**src/rtl/timer_pkg.sv**
```systemverilog
package timer_pkg;
    typedef enum logic [1:0] {
        ADDR_COUNT = 2'd0,
        ADDR_CTRL  = 2'd1,
        ADDR_LIMIT = 2'd2,
        ADDR_SPARE = 2'd3
    } reg_addr_e;

    localparam int CTRL_IE = 0;
    localparam int CTRL_IP = 3;

    typedef enum logic {
        IRQ_QUIET    = 1'b0,
        IRQ_ASSERTED = 1'b1
    } irq_state_e;
endpackage

```
**src/rtl/timer_counter.sv**
```systemverilog
module timer_counter #(
    parameter int DATA_W = 32
) (
    input  logic              clk,
    input  logic              rst_n,
    input  logic              tick_go,
    input  logic              load,
    input  logic [DATA_W-1:0] load_val,
    input  logic [DATA_W-1:0] limit,
    output logic [DATA_W-1:0] count,
    output logic              expire
);
    always_comb begin
        expire = tick_go && (count == limit);
    end

    always_ff @(posedge clk) begin
        if (!rst_n) begin
            count <= '0;
        end else if (load) begin
            count <= load_val;
        end else if (expire) begin
            count <= '0;
        end else if (tick_go) begin
            count <= count + 1'b1;
        end
    end

    AST_WRAP_TO_ZERO: assert property (@(posedge clk) disable iff (!rst_n)
        expire && !load |=> count == '0);
    AST_STEP_ONE: assert property (@(posedge clk) disable iff (!rst_n)
        tick_go && !expire && !load |=> count == DATA_W'($past(count) + 1'b1));
    AST_HOLD_IDLE: assert property (@(posedge clk) disable iff (!rst_n)
        !tick_go && !load |=> $stable(count));
endmodule

```
**src/rtl/timer_ctrl_regs.sv**
```systemverilog
module timer_ctrl_regs
    import timer_pkg::*;
#(
    parameter int              DATA_W      = 32,
    parameter int              CTRL_W      = 5,
    parameter logic [DATA_W-1:0] LIMIT_RESET = 32'h00FF_FFFF
) (
    input  logic              clk,
    input  logic              rst_n,
    input  logic              wr_ctrl,
    input  logic              wr_limit,
    input  logic [DATA_W-1:0] wdata,
    input  logic              expire,
    output logic [CTRL_W-1:0] ctrl,
    output logic [DATA_W-1:0] limit,
    output logic              ack,
    output logic              raise
);
    logic pend;
    logic ien;

    always_comb begin
        pend  = ctrl[CTRL_IP];
        ien   = ctrl[CTRL_IE];
        ack   = wr_ctrl && pend && !wdata[CTRL_IP];
        raise = expire && ien && !pend;
    end

    always_ff @(posedge clk) begin
        if (!rst_n) begin
            ctrl <= '0;
        end else if (wr_ctrl) begin
            ctrl <= wdata[CTRL_W-1:0];
        end else if (expire) begin
            ctrl[CTRL_IP] <= 1'b1;
        end
    end

    always_ff @(posedge clk) begin
        if (!rst_n) begin
            limit <= LIMIT_RESET;
        end else if (wr_limit) begin
            limit <= wdata;
        end
    end

    AST_PEND_ON_EXPIRE: assert property (@(posedge clk) disable iff (!rst_n)
        expire && !wr_ctrl |=> ctrl[CTRL_IP]);
    AST_LIMIT_WRITE_ONLY: assert property (@(posedge clk) disable iff (!rst_n)
        !wr_limit |=> $stable(limit));
endmodule

```
**src/rtl/timer_irq_fsm.sv**
```systemverilog
module timer_irq_fsm
    import timer_pkg::*;
(
    input  logic clk,
    input  logic rst_n,
    input  logic raise,
    input  logic ack,
    output logic irq
);
    irq_state_e state_q;
    irq_state_e state_d;

    always_comb begin
        state_d = state_q;
        unique case (state_q)
            IRQ_QUIET:    if (raise) state_d = IRQ_ASSERTED;
            IRQ_ASSERTED: if (ack)   state_d = IRQ_QUIET;
            default:      state_d = IRQ_QUIET;
        endcase
    end

    always_ff @(posedge clk) begin
        if (!rst_n) begin
            state_q <= IRQ_QUIET;
        end else begin
            state_q <= state_d;
        end
    end

    always_comb begin
        irq = (state_q == IRQ_ASSERTED);
    end

    AST_RAISE_ACK_EXCL: assert property (@(posedge clk) disable iff (!rst_n)
        !(raise && ack));
    AST_ACK_DROPS: assert property (@(posedge clk) disable iff (!rst_n)
        ack |=> !irq);
    AST_RISE_CAUSE: assert property (@(posedge clk) disable iff (!rst_n)
        $rose(irq) |-> $past(raise));
endmodule

```
**src/rtl/count_limit_timer.sv**
```systemverilog
module count_limit_timer
    import timer_pkg::*;
#(
    parameter int                DATA_W        = 32,
    parameter int                CTRL_W        = 5,
    parameter logic [DATA_W-1:0] LIMIT_RESET   = 32'h00FF_FFFF,
    parameter bit                TIMER_PRESENT = 1'b1
) (
    input  logic              clk,
    input  logic              rst_n,
    input  logic              tick_en,
    input  logic              reg_wr,
    input  logic [1:0]        reg_addr,
    input  logic [DATA_W-1:0] reg_wdata,
    output logic [DATA_W-1:0] reg_rdata,
    output logic              irq_o
);
    localparam int PAD_W = DATA_W - CTRL_W;

    logic              wr_en;
    logic              tick_go;
    logic              wr_count;
    logic              wr_ctrl;
    logic              wr_limit;
    logic [DATA_W-1:0] count;
    logic [DATA_W-1:0] limit;
    logic [CTRL_W-1:0] ctrl;
    logic              expire;
    logic              ack;
    logic              raise;
    reg_addr_e         sel;

    generate
        if (TIMER_PRESENT) begin : g_fitted
            assign wr_en   = reg_wr;
            assign tick_go = tick_en && !reg_wr;
        end else begin : g_absent
            assign wr_en   = 1'b0;
            assign tick_go = 1'b0;
        end
    endgenerate

    always_comb begin
        sel      = reg_addr_e'(reg_addr);
        wr_count = wr_en && (sel == ADDR_COUNT);
        wr_ctrl  = wr_en && (sel == ADDR_CTRL);
        wr_limit = wr_en && (sel == ADDR_LIMIT);
    end

    timer_counter #(.DATA_W(DATA_W)) u_counter (
        .clk      (clk),
        .rst_n    (rst_n),
        .tick_go  (tick_go),
        .load     (wr_count),
        .load_val (reg_wdata),
        .limit    (limit),
        .count    (count),
        .expire   (expire)
    );

    timer_ctrl_regs #(
        .DATA_W      (DATA_W),
        .CTRL_W      (CTRL_W),
        .LIMIT_RESET (LIMIT_RESET)
    ) u_regs (
        .clk      (clk),
        .rst_n    (rst_n),
        .wr_ctrl  (wr_ctrl),
        .wr_limit (wr_limit),
        .wdata    (reg_wdata),
        .expire   (expire),
        .ctrl     (ctrl),
        .limit    (limit),
        .ack      (ack),
        .raise    (raise)
    );

    timer_irq_fsm u_irq (
        .clk   (clk),
        .rst_n (rst_n),
        .raise (raise),
        .ack   (ack),
        .irq   (irq_o)
    );

    always_comb begin
        unique case (sel)
            ADDR_COUNT: reg_rdata = count;
            ADDR_CTRL:  reg_rdata = {{PAD_W{1'b0}}, ctrl};
            ADDR_LIMIT: reg_rdata = limit;
            default:    reg_rdata = '0;
        endcase
    end

    AST_IRQ_NEEDS_PEND: assert property (@(posedge clk) disable iff (!rst_n)
        irq_o |-> ctrl[CTRL_IP]);
    AST_NO_WRITE_EFFECT: assert property (@(posedge clk) disable iff (!rst_n)
        reg_wr |=> $stable(ctrl) || $past(wr_ctrl));
endmodule

```
**config.mk**
```make
export PLATFORM = sky130hd
export DESIGN_NAME = count_limit_timer
export DESIGN_NICKNAME = d
export VERILOG_FILES = /design/src/rtl/timer_pkg.sv /design/src/rtl/timer_counter.sv /design/src/rtl/timer_ctrl_regs.sv /design/src/rtl/timer_irq_fsm.sv /design/src/rtl/count_limit_timer.sv
export SDC_FILE = /design/constraint.sdc
export NUM_CORES = 1
export LEC_CHECK = 0
export BUFFER_PORTS_ARGS = -buffer_cell sky130_fd_sc_hd__buf_2
export CORE_MARGIN = 4
export CORE_UTILIZATION = 40
export CTS_BUF_LIST = sky130_fd_sc_hd__clkbuf_4
export DETAILED_ROUTE_END_ITERATION = 8
export GPL_TIMING_DRIVEN = 0
export PLACE_DENSITY = 0.57
export RECOVER_POWER = 25
export SLEW_MARGIN = 25
export SYNTH_ARGS = -nofsm -noshare
export SYNTH_HDL_FRONTEND = slang
export SYNTH_SLANG_ARGS = --single-unit
```
**constraint.sdc**
```tcl
create_clock -name clk -period 2.25 [get_ports clk]
set_input_delay 0 -clock clk [delete_from_list [all_inputs] [get_ports clk]]
set_output_delay 0 -clock clk [all_outputs]
set_load 0.02 [all_outputs]
```
==> results of run 1 <==
==> kinds of logic after synthesis <==
family          count (synthesis)
compound gates                 79
xor+xnor                       61
fa+ha+maj                       1
buf+inv                        53
flops                          70
mux                            38
simple gates                  290
==> layout by cell type (no fill, tap or decap), types with 4 or more instances in the layout <==
| cell | n |
|---|---|
| sky130_fd_sc_hd__a21boi_0 | 8 |
| sky130_fd_sc_hd__and4_1 | 6 |
| sky130_fd_sc_hd__buf_2 | 62 |
| sky130_fd_sc_hd__buf_4 | 6 |
| sky130_fd_sc_hd__buf_6 | 7 |
| sky130_fd_sc_hd__clkbuf_1 | 35 |
| sky130_fd_sc_hd__clkbuf_4 | 10 |
| sky130_fd_sc_hd__clkinv_2 | 4 |
| sky130_fd_sc_hd__dfxtp_1 | 69 |
| sky130_fd_sc_hd__dlygate4sd3_1 | 32 |
| sky130_fd_sc_hd__mux2i_1 | 37 |
| sky130_fd_sc_hd__nand2_1 | 173 |
| sky130_fd_sc_hd__nand3_1 | 35 |
| sky130_fd_sc_hd__nand4_1 | 12 |
| sky130_fd_sc_hd__nor2_1 | 36 |
| sky130_fd_sc_hd__nor2b_1 | 5 |
| sky130_fd_sc_hd__o21ai_0 | 38 |
| sky130_fd_sc_hd__o21ai_2 | 30 |
| sky130_fd_sc_hd__xnor2_1 | 16 |
| sky130_fd_sc_hd__xor2_1 | 45 |
==> routing by layer <==
layer / up-vias / routed length (um) / global-route usage
li1: 2184 / - / -
met4: 0 / 422 / 0.0752
met5: - / 0 / 0
met2: 160 / 6510 / 0.348
met3: 31 / 734 / 0.0354
met1: 2056 / 6900 / 0.317
==> flip-flops by register name, indices dropped and copies added, names as in the netlist <==
register,count
u_counter.count,32
u_regs.limit,32
u_regs.ctrl,5
u_irq.irq,1
==> worst max-delay path: stages, from the launching register on <==
cell and delay [ns]:
sky130_fd_sc_hd__dfxtp_1 0.32, sky130_fd_sc_hd__buf_4 0.15, sky130_fd_sc_hd__xor2_1 0.21, sky130_fd_sc_hd__nor4_1 0.32, sky130_fd_sc_hd__nand3_1 0.20, sky130_fd_sc_hd__nor4_4 0.33, sky130_fd_sc_hd__nand3b_4 0.25, sky130_fd_sc_hd__buf_12 0.17
sky130_fd_sc_hd__o21ai_2 0.07
==> power breakdown <==
| group | switching, mW | internal [mW] | total (mW) |
|---|---|---|---|
| registers | 0.0578 | 1.29 | 1.35 |
| clock network | 0.492 | 0.445 | 0.937 |
| logic | 0.352 | 0.240 | 0.592 |
| total | 0.902 | 1.98 | 2.88 |
==> repair_timing <==
item,in CTS,in global routing
pin swaps,1,1
setup buffers,1,2
resized for setup,3,3
hold buffers,32,0
hold endpoints to repair,69,0
endpoints found under the setup margin,31,26
==> worst paths after layout <==
| kind | start | endpoint | slack, ns | cells after the start |
|---|---|---|---|---|
| hold reg to reg | u_regs.limit[27]$_SDFFE_PN0P_ | u_regs.limit[27]$_SDFFE_PN0P_ | 0.50 | 2 |
| setup reg to reg | u_counter.count[5]$_SDFFE_PN0P_ | u_counter.count[8]$_SDFFE_PN0P_ | 0.12 | 8 |
| setup / recovery | u_counter.count[5]$_SDFFE_PN0P_ | u_counter.count[8]$_SDFFE_PN0P_ | 0.12 | 8 |
| hold / removal | rst_n | u_counter.count[3]$_SDFFE_PN0P_ | 0.04 | 3 |
==> final cells by class <==
cell class                      count  area share
Timing Repair Buffer              102       0.121
Clock buffer                        9      0.0122
Tap cell                          140      0.0316
Inverter                            2     0.00136
Clock inverter                      7      0.0160
Buffer                             50      0.0594
Multi-Input combinational cell    469       0.505
Sequential cell                    70       0.253
==> stage by stage <==
stage          setup WS [ns]  instances  hold slack (ns)  total power, mW  area [um^2]
6_report               0.121        849           0.0388             2.88         5540
5_1_grt             0.000983        849           0.0195             3.02         5540
4_1_cts               0.0807        848           0.0336             2.90         5520
3_5_place_dp          -0.142        799            0.227             1.93         5020
3_3_place_gp          -0.100        799            0.227             1.92         5020
2_1_floorplan          0.362        592            0.124             1.73         4510
==> metrics, run 1 <==
Antenna Diode Count 0; height of the die 114 um; number of detailed-routing iterations run before antenna repair 6; CTS tree built; peak clock frequency supported by timing 470 MHz; area leader, netlist sky130_fd_sc_hd__dfxtp_1; TritonCTS Buffers 9; fraction of synthesized cell area in xor and xnor cells 0.119; sort of element at the start of the critical path flip-flop; GRT Resource Usage Total 0.224; gate count after technology mapping 592; share of synthesized flip-flops with an asynchronous set or reset 0; post-synthesis mux area share 0.0847; Syn Nets 631; Setup crit end kind flip-flop; area of the die 13,000 um^2; Post-Syn Area 4510 um^2; number of nets with antenna violations after routing 0; TritonCTS Sinks 70; post-route clock period utilization 0.946; die width 114 um; Critical Path Fanout Max 10; area fraction in and, or, nand and nor cells after synthesis 0.289; initial cell density of the core 0.412; largest family of logic cells by synthesized area simple AND/OR/NAND/NOR gates; Synth top area share 0.311; DRT iter0 DRCs 322; total DRC errors in the routed layout 0; weighted congestion at the end of routability-driven global placement 0.834; cell row count 38; max-cap violation count 0; vias after detailed routing 4,431; EDFF count, synth 0; Critical Path AT 2.45 ns; Clock Path Buffers 2; post-synthesis sequential element count 70; Max Clock Skew 0.0247 ns; Layout Nets 743; Setup CP Type flip-flop to flip-flop; compound-gate portion of the synthesized area 0.118; Setup Viol. Count Final 0; DP Wirelength 10,300 um; count of buffers inserted at the top-level ports 67; Core Area 10,900 um^2; top cells by area in the synthesized netlist sky130_fd_sc_hd__dfxtp_1 31%, sky130_fd_sc_hd__nand2_1 14%, sky130_fd_sc_hd__xor2_1 8.7%, sky130_fd_sc_hd__mux2i_1 8.2%, sky130_fd_sc_hd__o21ai_2 5.8%; largest vdd supply drop 0.288 mV; grt total ovfl 0; required time at the endpoint of the critical path 2.57 ns; largest net degree at the start of global routing 13; Top FF cell, synth sky130_fd_sc_hd__dfxtp_1; fillers 1,119; number of primary I/O pins 71; Final min period 2.13 ns; count of unique library cells instantiated by Yosys 40; cell with the most instances after synthesis sky130_fd_sc_hd__nand2_1; final core utilization 0.506; worst slew margin relative to its limit 0.294; via count of the first global-routing pass 4,324; Clk pin slew, worst setup/hold paths 0.14 ns; leakage power of the design 2.37 nW; wire length of the first global-routing pass 22,900 um; buffer type at the clock tree root sky130_fd_sc_hd__clkbuf_4; number of pins exceeding their max-slew limit in the final report 0; initial antenna violation count 0; portion of the post-synthesis area used by sequential elements 0.311; latest clock arrival within the worst-skew pair 0.43 ns; Storage cell area 1400 um^2; mean number of vias per cell 5.22; fraction of layout instances using a drive strength above 1 0.196; Avg Inst Size Synth 7.61 um^2; final routed wire length divided by cell count 17.2 um; number of warnings reported in the yosys synthesis log 0; actual transition at the worst max-transition pin 1.06 ns; area of combinational cells with multiple inputs 2800 um^2; result of the run finished clean; adder and majority gate portion of the synthesized area 0.00278; setup_tns 0 ns; H-tree Lvls 3; layout overhead on the synthesized area 22.8%; unrepaired setup endpoints after global routing false; kind of path behind the tightest hold check input port to flip-flop; top post-synthesis cells by count 173 x sky130_fd_sc_hd__nand2_1, 70 x sky130_fd_sc_hd__dfxtp_1, 45 x sky130_fd_sc_hd__xor2_1; final hold violation count 0; power density over the cells 521 nW/um^2; Total Wirelength 14,600 um
No activity file was read; power rests on OpenSTA's default activity.
==> run 2, diff against run 1 <==
CTS_BUF_LIST = sky130_fd_sc_hd__clkbuf_16   (was sky130_fd_sc_hd__clkbuf_4)
PLACE_DENSITY = 0.72   (was 0.57)
==> run 2 against run 1 <==
  * Wire length shrank 5.1%
  * Utilization grew 1.2 points
  * First-iteration DRC count is 31% higher
  * Cell count unchanged
  * Sequential power hardly changed
  * Cell area increased by 2.3%
  * Clock skew decreased by 0.017 ns
  * Global-route usage down 0.75 points
  * Critical path type unchanged
  * Largest cell class unchanged
  * Largest power group is now clock
==> metrics, run 2 (synthesis gave the netlist of run 1 again) <==
GRT Resource Usage Total 0.217 (-0.00748); final hold violation count 0 (unchanged); actual transition at the worst max-transition pin 0.987 ns (-0.0722 ns); TritonCTS Sinks 70 (unchanged); Clk pin slew, worst setup/hold paths 0.06 ns (-0.08 ns); instance count along the most critical hold path 3 (unchanged); fraction of layout instances using a drive strength above 1 0.190 (-0.00564); worst slew margin relative to its limit 0.342 (+0.0481); slowest CP cell sky130_fd_sc_hd__nor4_4; Final min period 2.19 ns (+0.0646 ns); buffer type at the clock tree root sky130_fd_sc_hd__clkbuf_16; result of the run finished clean; peak clock frequency supported by timing 456 MHz (-2.9%); Critical Path Fanout Max 10 (unchanged); instance count on the critical path 8 (unchanged); Total Wirelength 13,800 um (-5.1%); TritonCTS Buffers 9 (unchanged); final core utilization 0.518 (+0.0117); number of nets with antenna violations after routing 0 (unchanged); vias after detailed routing 4,492 (+1.4%); kind of cell adding the most delay to the critical path simple AND/OR/NAND/NOR gates; DRT iter0 DRCs 423 (+31%); Setup Viol. Count Final 0 (unchanged); fillers 1,079 (-3.6%); number of detailed-routing iterations run before antenna repair 5 (-1); hold slack 0.141 ns (+0.102 ns); commonest cells after routing, fill and taps aside 173 x sky130_fd_sc_hd__nand2_1, 69 x sky130_fd_sc_hd__dfxtp_1, 60 x sky130_fd_sc_hd__buf_2; count of buffers inserted at the top-level ports 67 (unchanged); kind of path behind the tightest hold check input port to flip-flop; power density over the cells 584 nW/um^2 (+12%); Core Area 10,900 um^2 (unchanged); setup_tns 0 ns (unchanged); most frequent standard cell in the layout excluding fill and tap cells sky130_fd_sc_hd__nand2_1; leakage power of the design 2.42 nW (+2.1%); Critical Path AT 2.42 ns (-0.03 ns); mean number of vias per cell 5.29 (+1.4%); initial antenna violation count 0 (unchanged); required time at the endpoint of the critical path 2.47 ns (-0.10 ns); DP Wirelength 9980 um (-3.3%); Max Clock Skew 0.00733 ns (-0.0173 ns); largest registers u_counter.count x32, u_regs.limit x32, u_regs.ctrl x5; Final Power 3.31 mW (+15%); max-cap violation count 0 (unchanged); Setup crit end kind flip-flop; Setup CP Type flip-flop to flip-flop; layout overhead on the synthesized area 25.7%; H-tree Lvls 3 (unchanged); initial cell density of the core 0.412 (unchanged); weighted congestion at the end of routability-driven global placement 0.872 (+4.5%); Antenna Diode Count 0 (unchanged); worst stage delay on the critical path 0.39 ns (+0.06 ns); CTS tree built; via count of the first global-routing pass 4,368 (+1.0%); die width 114 um (unchanged); number of primary I/O pins 71 (unchanged); sort of element at the start of the critical path flip-flop; cell row count 38 (unchanged); worst flop-to-flop path startpoint u_counter.count[2]$_SDFFE_PN0P_; wire length of the first global-routing pass 22,400 um (-1.9%); R2R cell count 8 (unchanged); grt total ovfl 0 (unchanged); beginning of the critical path u_counter.count[2]$_SDFFE_PN0P_; Layout Nets 743 (unchanged); beginning of the worst hold path rst_n; largest net degree at the start of global routing 12 (-1); post-route clock period utilization 0.975 (+0.0287); height of the die 114 um (unchanged); Bufs and invs on worst path 2 (unchanged); area of the die 13,000 um^2 (unchanged); latest clock arrival within the worst-skew pair 0.33 ns (-0.10 ns); largest vdd supply drop 0.459 mV (+59%); total DRC errors in the routed layout 0 (unchanged); final routed wire length divided by cell count 16.3 um (-5.1%); Clock Path Buffers 2 (unchanged); number of pins exceeding their max-slew limit in the final report 0 (unchanged); worst-path cell chain clkbuf_2, xor2_1, nor4_2, nand3_1, nor4_4, nand3b_4, buf_12, o21ai_2
-- run 2: cell count changes in the layout (fill, tap and decap cells not counted), sizes merged --
cell,change
buf,-2
inv,+1
clkbuf,+2
bufinv,-1
-- run 2: worst paths after layout --
kind,slack [ns],endpoint
worst min register to register,0.49,u_regs.limit[8]$_SDFFE_PN1P_
worst max-delay path,0.06,u_counter.count[12]$_SDFFE_PN0P_
worst min-delay path,0.14,u_counter.count[3]$_SDFFE_PN0P_
worst max register to register,0.06,u_counter.count[12]$_SDFFE_PN0P_
-- run 2: tightest hold or removal path, stage by stage --
cell                       delay, ns
sky130_fd_sc_hd__buf_4          0.16
sky130_fd_sc_hd__nand3b_4       0.15
sky130_fd_sc_hd__o21ai_0        0.11
-- run 2: metrics by stage --
step	cell area, um^2	instances	setup WS (ns)
CTS	5640	847	0.00838
detailed placement	5020	799	-0.0930
floorplan	4510	592	0.362
global placement	5020	799	-0.0831
finish	5660	849	0.0559
global route	5660	849	-0.00356
-- run 2: layout make-up --
| type | instances | area (um^2) | area share |
|---|---|---|---|
| Timing Repair Buffer | 102 | 667 | 0.118 |
| Inverter | 2 | 7.51 | 0.00133 |
| Clock inverter | 7 | 56.3 | 0.00994 |
| Tap cell | 140 | 175 | 0.0309 |
| Multi-Input combinational cell | 469 | 2800 | 0.495 |
| Sequential cell | 70 | 1400 | 0.248 |
| Buffer | 50 | 329 | 0.0581 |
| Clock buffer | 9 | 225 | 0.0398 |
-- run 2: power breakdown --
part	switching [mW]	internal (mW)	leakage (nW)
registers	0.0572	1.30	0.572
logic	0.346	0.239	1.71
clock network	0.526	0.840	0.145
-- run 2: routing by layer --
| layer | vias to the layer above | track usage | part of all wire |
|---|---|---|---|
| li1 | 2184 | - | - |
| met1 | 2093 | 0.298 | 0.44 |
| met2 | 195 | 0.344 | 0.46 |
| met3 | 20 | 0.0444 | 0.086 |
| met4 | 0 | 0.0625 | 0.012 |
| met5 | - | 0 | 0 |
-- run 2: what timing repair did --
action                                  4_1_cts  5_1_grt
endpoints found under the setup margin       30       31
hold buffers                                 32        0
resized for setup                             3        4
buffers inserted                              0        3
hold endpoints to repair                     39        0
pin swaps                                     0        4
gates cloned                                  0        0
